<file path="config.mk">
export PLATFORM = sky130hd
export DESIGN_NAME = regbank_top
export DESIGN_NICKNAME = d
export VERILOG_FILES = /design/src/rtl/regbank_pkg.sv /design/src/rtl/regbank_ctrl.sv /design/src/rtl/regbank_dp.sv /design/src/rtl/regbank_top.sv
export SDC_FILE = /design/constraint.sdc
export NUM_CORES = 2
export LEC_CHECK = 0
export ABC_AREA = 1
export BUFFER_PORTS_ARGS = -buffer_cell sky130_fd_sc_hd__buf_4
export CORE_MARGIN = 2
export CORE_UTILIZATION = 53
export CTS_BUF_LIST = sky130_fd_sc_hd__clkbuf_4 sky130_fd_sc_hd__clkbuf_8
export DETAILED_ROUTE_END_ITERATION = 6
export GPL_ROUTABILITY_DRIVEN = 0
export PLACE_DENSITY = 0.73
export SLEW_MARGIN = 20
export SYNTH_ARGS = -nofsm -noshare
export SYNTH_HDL_FRONTEND = slang
export SYNTH_HIERARCHICAL = 1
export SYNTH_SLANG_ARGS = --single-unit
</file>
<file path="constraint.sdc">
create_clock -name clk -period 3 [get_ports clk]
set_clock_uncertainty 0.1 [all_clocks]
set_input_delay 0.3 -clock clk [delete_from_list [all_inputs] [get_ports clk]]
set_output_delay 0.3 -clock clk [all_outputs]
set_load 0.02 [all_outputs]
</file>
<file path="src/rtl/regbank_pkg.sv">
package regbank_pkg;
  localparam int REG_COUNT = 32;
  localparam int WORD_W    = 32;

  // strobes from the control to the datapath
  typedef struct packed {
    logic [REG_COUNT-1:0] rowEn;
    logic                 hiEn;
    logic                 loEn;
    logic                 fwdA;
    logic                 fwdB;
  } wrStrobe_t;
endpackage

</file>
<file path="src/rtl/regbank_ctrl.sv">
module regbank_ctrl
  import regbank_pkg::*;
#(
  parameter int NREG   = REG_COUNT,
  localparam int ADDR_W = $clog2(NREG)
) (
  input  logic              wrEn,
  input  logic [ADDR_W-1:0] wrAddr,
  input  logic [ADDR_W-1:0] rdAddrA,
  input  logic [ADDR_W-1:0] rdAddrB,
  input  logic              hiWrEn,
  input  logic              loWrEn,
  output wrStrobe_t         strobe
);
  logic liveWrite;

  assign liveWrite = wrEn && (wrAddr != '0);

  always_comb begin
    strobe       = '0;
    strobe.hiEn  = hiWrEn;
    strobe.loEn  = loWrEn;
    strobe.fwdA  = liveWrite && (rdAddrA == wrAddr);
    strobe.fwdB  = liveWrite && (rdAddrB == wrAddr);
    for (int i = 1; i < NREG; i++) begin
      strobe.rowEn[i] = liveWrite && (wrAddr == ADDR_W'(i));
    end
  end
endmodule

</file>
<file path="src/rtl/regbank_dp.sv">
module regbank_dp
  import regbank_pkg::*;
#(
  parameter int NREG   = REG_COUNT,
  parameter int DATA_W = WORD_W,
  localparam int ADDR_W = $clog2(NREG)
) (
  input  logic              clk,
  input  logic              rst,
  input  wrStrobe_t         strobe,
  input  logic [ADDR_W-1:0] rdAddrA,
  input  logic [ADDR_W-1:0] rdAddrB,
  input  logic [DATA_W-1:0] wrData,
  input  logic [DATA_W-1:0] hiWrData,
  input  logic [DATA_W-1:0] loWrData,
  output logic [DATA_W-1:0] rdDataA,
  output logic [DATA_W-1:0] rdDataB,
  output logic [DATA_W-1:0] hiOut,
  output logic [DATA_W-1:0] loOut
);
  logic [DATA_W-1:0] rows [NREG];

  assign rows[0] = '0;

  for (genvar g = 1; g < NREG; g++) begin : gRow
    always_ff @(posedge clk) begin
      if (rst) begin
        rows[g] <= '0;
      end else if (strobe.rowEn[g]) begin
        rows[g] <= wrData;
      end
    end
  end

  always_ff @(posedge clk) begin
    if (rst) begin
      hiOut <= '0;
      loOut <= '0;
    end else begin
      if (strobe.hiEn) hiOut <= hiWrData;
      if (strobe.loEn) loOut <= loWrData;
    end
  end

  assign rdDataA = strobe.fwdA ? wrData : rows[rdAddrA];
  assign rdDataB = strobe.fwdB ? wrData : rows[rdAddrB];
endmodule

</file>
<file path="src/rtl/regbank_top.sv">
module regbank_top
  import regbank_pkg::*;
#(
  parameter int NREG   = REG_COUNT,
  parameter int DATA_W = WORD_W,
  localparam int ADDR_W = $clog2(NREG)
) (
  input  logic              clk,
  input  logic              rst,
  input  logic [ADDR_W-1:0] rdAddrA,
  input  logic [ADDR_W-1:0] rdAddrB,
  output logic [DATA_W-1:0] rdDataA,
  output logic [DATA_W-1:0] rdDataB,
  input  logic              wrEn,
  input  logic [ADDR_W-1:0] wrAddr,
  input  logic [DATA_W-1:0] wrData,
  input  logic              hiWrEn,
  input  logic [DATA_W-1:0] hiWrData,
  input  logic              loWrEn,
  input  logic [DATA_W-1:0] loWrData,
  output logic [DATA_W-1:0] hiOut,
  output logic [DATA_W-1:0] loOut
);
  wrStrobe_t strobe;

  regbank_ctrl #(.NREG(NREG)) ctrl (
    .wrEn(wrEn), .wrAddr(wrAddr), .rdAddrA(rdAddrA), .rdAddrB(rdAddrB),
    .hiWrEn(hiWrEn), .loWrEn(loWrEn), .strobe(strobe)
  );

  regbank_dp #(.NREG(NREG), .DATA_W(DATA_W)) dp (
    .clk(clk), .rst(rst), .strobe(strobe),
    .rdAddrA(rdAddrA), .rdAddrB(rdAddrB), .wrData(wrData),
    .hiWrData(hiWrData), .loWrData(loWrData),
    .rdDataA(rdDataA), .rdDataB(rdDataB), .hiOut(hiOut), .loOut(loOut)
  );
endmodule

</file>
Word-level counts from Yosys, hierarchy flattened --
Index checks and enable logic that the tools add are counted.
Storage, ports and cells: register bits after elaboration 1056, bits of input ports 116
Operators by class: mux-type cells 8, eq/ne operators 33, reductions and logical operators 35, bitwise operators 2, magnitude comparators 2
Operators with widths (count):
- $bmux 32 s5 | 2
- $mux 32 | 6
- $eq 5x5->1 const B | 16
- $eq 5x4->1 const B | 8
- $logic_and 1x1->1 | 34
- $eq 5x3->1 const B | 4
- $ge 6x6->1 const B | 2
- $not 5->6 | 2
- $eq 5x2->1 const B | 2
- $eq 5x5->1 | 2
- $eq 5x1->1 const B | 1
- $reduce_bool 5->1 | 1

Logic depth before layout (Yosys ltp) --
depth after elaboration 5, mapped depth 12, depth with buffers taken out 9

Cells and area by module --
Netlist, hierarchy kept.
Modules (own cells, without submodules):
- regbank_dp | cells each 9385, seq. area each 21140.3 sq um, times used 1, area an instance 58506.1 sq um
- regbank_ctrl | cells each 112, seq. area each 0.0 sq um, times used 1, area an instance 508.0 sq um

Worst setup path after synthesis --
OpenSTA, ideal clock, no wires.
path kind input -> output, start in wrAddr[0], end out rdDataA[10], cell stages on the path 9, setup slack 1.051 ns, buffers on the path 2, required time 2.600 ns, arrival 1.549 ns, path through nor2_2 > nand2_2 > o21ai_1 > nor2_1 > clkbuf_1 > inv_1 > buf_1 > nand3_1 > nand2_1
RTL lines:
- from (decl) | line regbank_top.sv:15 | input logic [ADDR_W-1:0] wrAddr,
- to (decl) | line regbank_top.sv:12 | output logic [DATA_W-1:0] rdDataA,

Final worst setup path --
start reg dp/rows[645] (netlist name), end out rdDataA[5]
On the way: word-level cells in the longest chain between the ends 4
RTL lines:
- from (decl) | line regbank_dp.sv:21 | logic [DATA_W-1:0] rows [NREG];
- from (signal, indexed assignment) | line regbank_dp.sv:30 | rows[g] <= wrData;
- $bmux 32 s5 | line regbank_dp.sv:45 | assign rdDataA = strobe.fwdA ? wrData : rows[rdAddrA];
- $mux 32 (not written as such) (2 in series) | line regbank_dp.sv:45
- $mux 32 | line regbank_dp.sv:45
Every way passes these cells. The select of a mux whose other input is x is not followed.

==> out/qor.txt <==
======================================================================================
Outcome                                                                   finished clean
I/O Pins                                                                           244
Class of the tightest hold or removal check                               input port to register
Number of antenna violations at the first check in global routing                    6
Via count of the first global-routing pass                                       60000
Effective utilization at floorplan                                               0.534
Post-CTS setup buffer count                                                          0
Net count, final                                                                  9521
Max cap viols                                                                        0
Total number of placement rows                                                     122
Arrival time of data at the critical path endpoint                             2430 ps
Die Span X                                                                      338 um
TritonCTS clock tree                                                             built
Cell leakage power                                                             29.2 nW
Endpoint type of the worst setup path                                      output port
Netlist area before placement                                               0.0590 mm2
Routed len/inst                                                                21.1 um
Total Power Consumption                                                        33.0 mW
Net count after synthesis                                                         9611
CP Class                                                                  register to output port
Num Clock Sinks                                                                   1056
Library cell contributing the largest single delay on the critical path        nand3_1
Number of buffers inserted during clock tree synthesis                             177
Post_cts resized                                                                     0
Unrepaired setup endpoints after global routing                                  false
Die Footprint                                                                0.114 mm2
Depth of the CTS H-tree                                                              4
Required time of the critical path                                             2600 ps
Worst-Margin Slew                                                              1010 ps
Avg Synthesized Cell Area                                                     6.21 um2
Avg Vias per Cell                                                                 5.96
Clock latency on the worst-skew pair                                            860 ps
Estimated wirelength of the detail-placed design                                130 mm
Clk pin slew, worst setup/hold paths                                             60 ps
Proportion of layout cells with a drive suffix above 1                          0.0868
Total number of yosys warnings                                                       6
Maximum vdd drop                                                              0.471 mV
Drt pass-1 iters                                                                     7
Final critical path time including I/O delays and setup                        2830 ps
Pin count of the biggest net entering global routing                               136
CTS Root Cell                                                                 clkbuf_8
Worst Hold Margin                                                               106 ps
Pwr Density                                                                 490 mW/mm2
Final clock period utilization by the worst path                                 0.944
Endpoints failing setup                                                              0
First-pass GRT wire length                                                      352 mm
Count of port buffers added during placement                                       243
Drc violations                                                                       0
Cell chain of the critical path                                           inv_1 -> nand2_1 -> nand3_1 -> nand3_1 -> nand3_1 -> nand3_1 -> nand3_1 -> nand2_1 -> buf_4
Post-Route Setup TNS                                                              0 ps
Number of instances in the synthesized netlist                                    9495
Max-slew headroom at the worst pin                                               0.327
Die span in y                                                                   338 um
Starting DRC count in detailed routing                                            9690
Leading cell types in the layout, fill and taps excluded                  nand2_1, nand3_1, dfxtp_1
Maximum single-stage delay on the critical path                                 320 ps
Remaining Overflow, GRT                                                              0
Post-route ant nets                                                                  0
CTS max path bufs                                                                    3
Tot GR Track Use                                                                 0.395
Critical Path Most Common Cell                                                 nand3_1
Final standard cell utilization of the core                                      0.609
Area growth from synthesis to layout                                             14.1%
Number of buffer and inverter stages on the critical path                            2
Element type at the critical path start                                       register
Most frequent standard cell in the layout excluding fill and tap cells         nand2_1
Number of vias after detailed routing                                            65700
Max Fanout on Critical Path                                                          3
Cell class contributing the biggest share of worst-path delay             simple AND/OR/NAND/NOR gates
Total Wirelength                                                                232 mm
Top achievable clock speed                                                     353 MHz
Area of the core                                                             0.111 mm2
Final hold viol count                                                                0
Max-slew violations                                                                  0
======================================================================================
[final cells by class]
| class | instances | area (um2) |
|---|---|---|
| clock inverter | 23 | 155 |
| fill | 10100 | 43200 |
| antenna | 4 | 10.0 |
| inverter | 891 | 3400 |
| sequential | 1056 | 21100 |
| multi-input combinational | 6652 | 30700 |
| tap | 1488 | 1860 |
| clock buffer | 283 | 3480 |
| timing repair buffer | 627 | 6570 |
[worst reg2reg max path, delay by kind of cell, from the launching register on]
family / cells / cell delay [ps]
buffers and inverters: 1 / 570
flip-flops: 1 / 340
AO/OA/AOI/OAI: 1 / 170
AND/OR/NAND/NOR: 1 / 60
[metrics by stage]
| step | std cells | area [um2] | worst slack (ps) |
|---|---|---|---|
| 6_report | 11000 | 67300 | 167 |
| 5_1_grt | 11000 | 67300 | 13.9 |
| 4_1_cts | 11000 | 67300 | 216 |
| 3_5_place_dp | 10600 | 62100 | 348 |
| 3_3_place_gp | 10600 | 62100 | 376 |
| 2_1_floorplan | 9495 | 59000 | 1050 |
[path summary, 6_finish.rpt]
check,startpoint,endpoint,slack [ps],cells after the start
setup / recovery,dp/rows[645],rdDataA[5],170,9
hold / removal,wrAddr[2],dp/rows[430],110,7
setup reg to reg,dp/rows[861],dp/rows[861],1690,3
hold reg to reg,dp/hiOut[28],dp/hiOut[28],360,2
[sequential cells by signal, summed over array words and instances (netlist names)]
signal,count
dp/hiOut,32
dp/loOut,32
dp/rows,992
[routing by layer]
layer,up-vias,global-route usage,routed length [um]
li1,30600,-,-
met1,29600,0.512,88200
met2,4626,0.590,97500
met3,937,0.103,32200
met4,8,0.233,14500
met5,-,0,90
[power by group]
part	total [mW]	leakage, nW	internal (mW)	switching (mW)
combinational	5.23	18.7	1.66	3.57
sequential	14.3	8.53	14.2	0.0773
clock	13.4	1.93	7.29	6.15
[timing repair]
item	in CTS	in global routing
setup endpoints to repair	0	0
endpoints found under the hold margin	1056	0
hold buffers	162	0
Power figures use the tool's default switching activity.
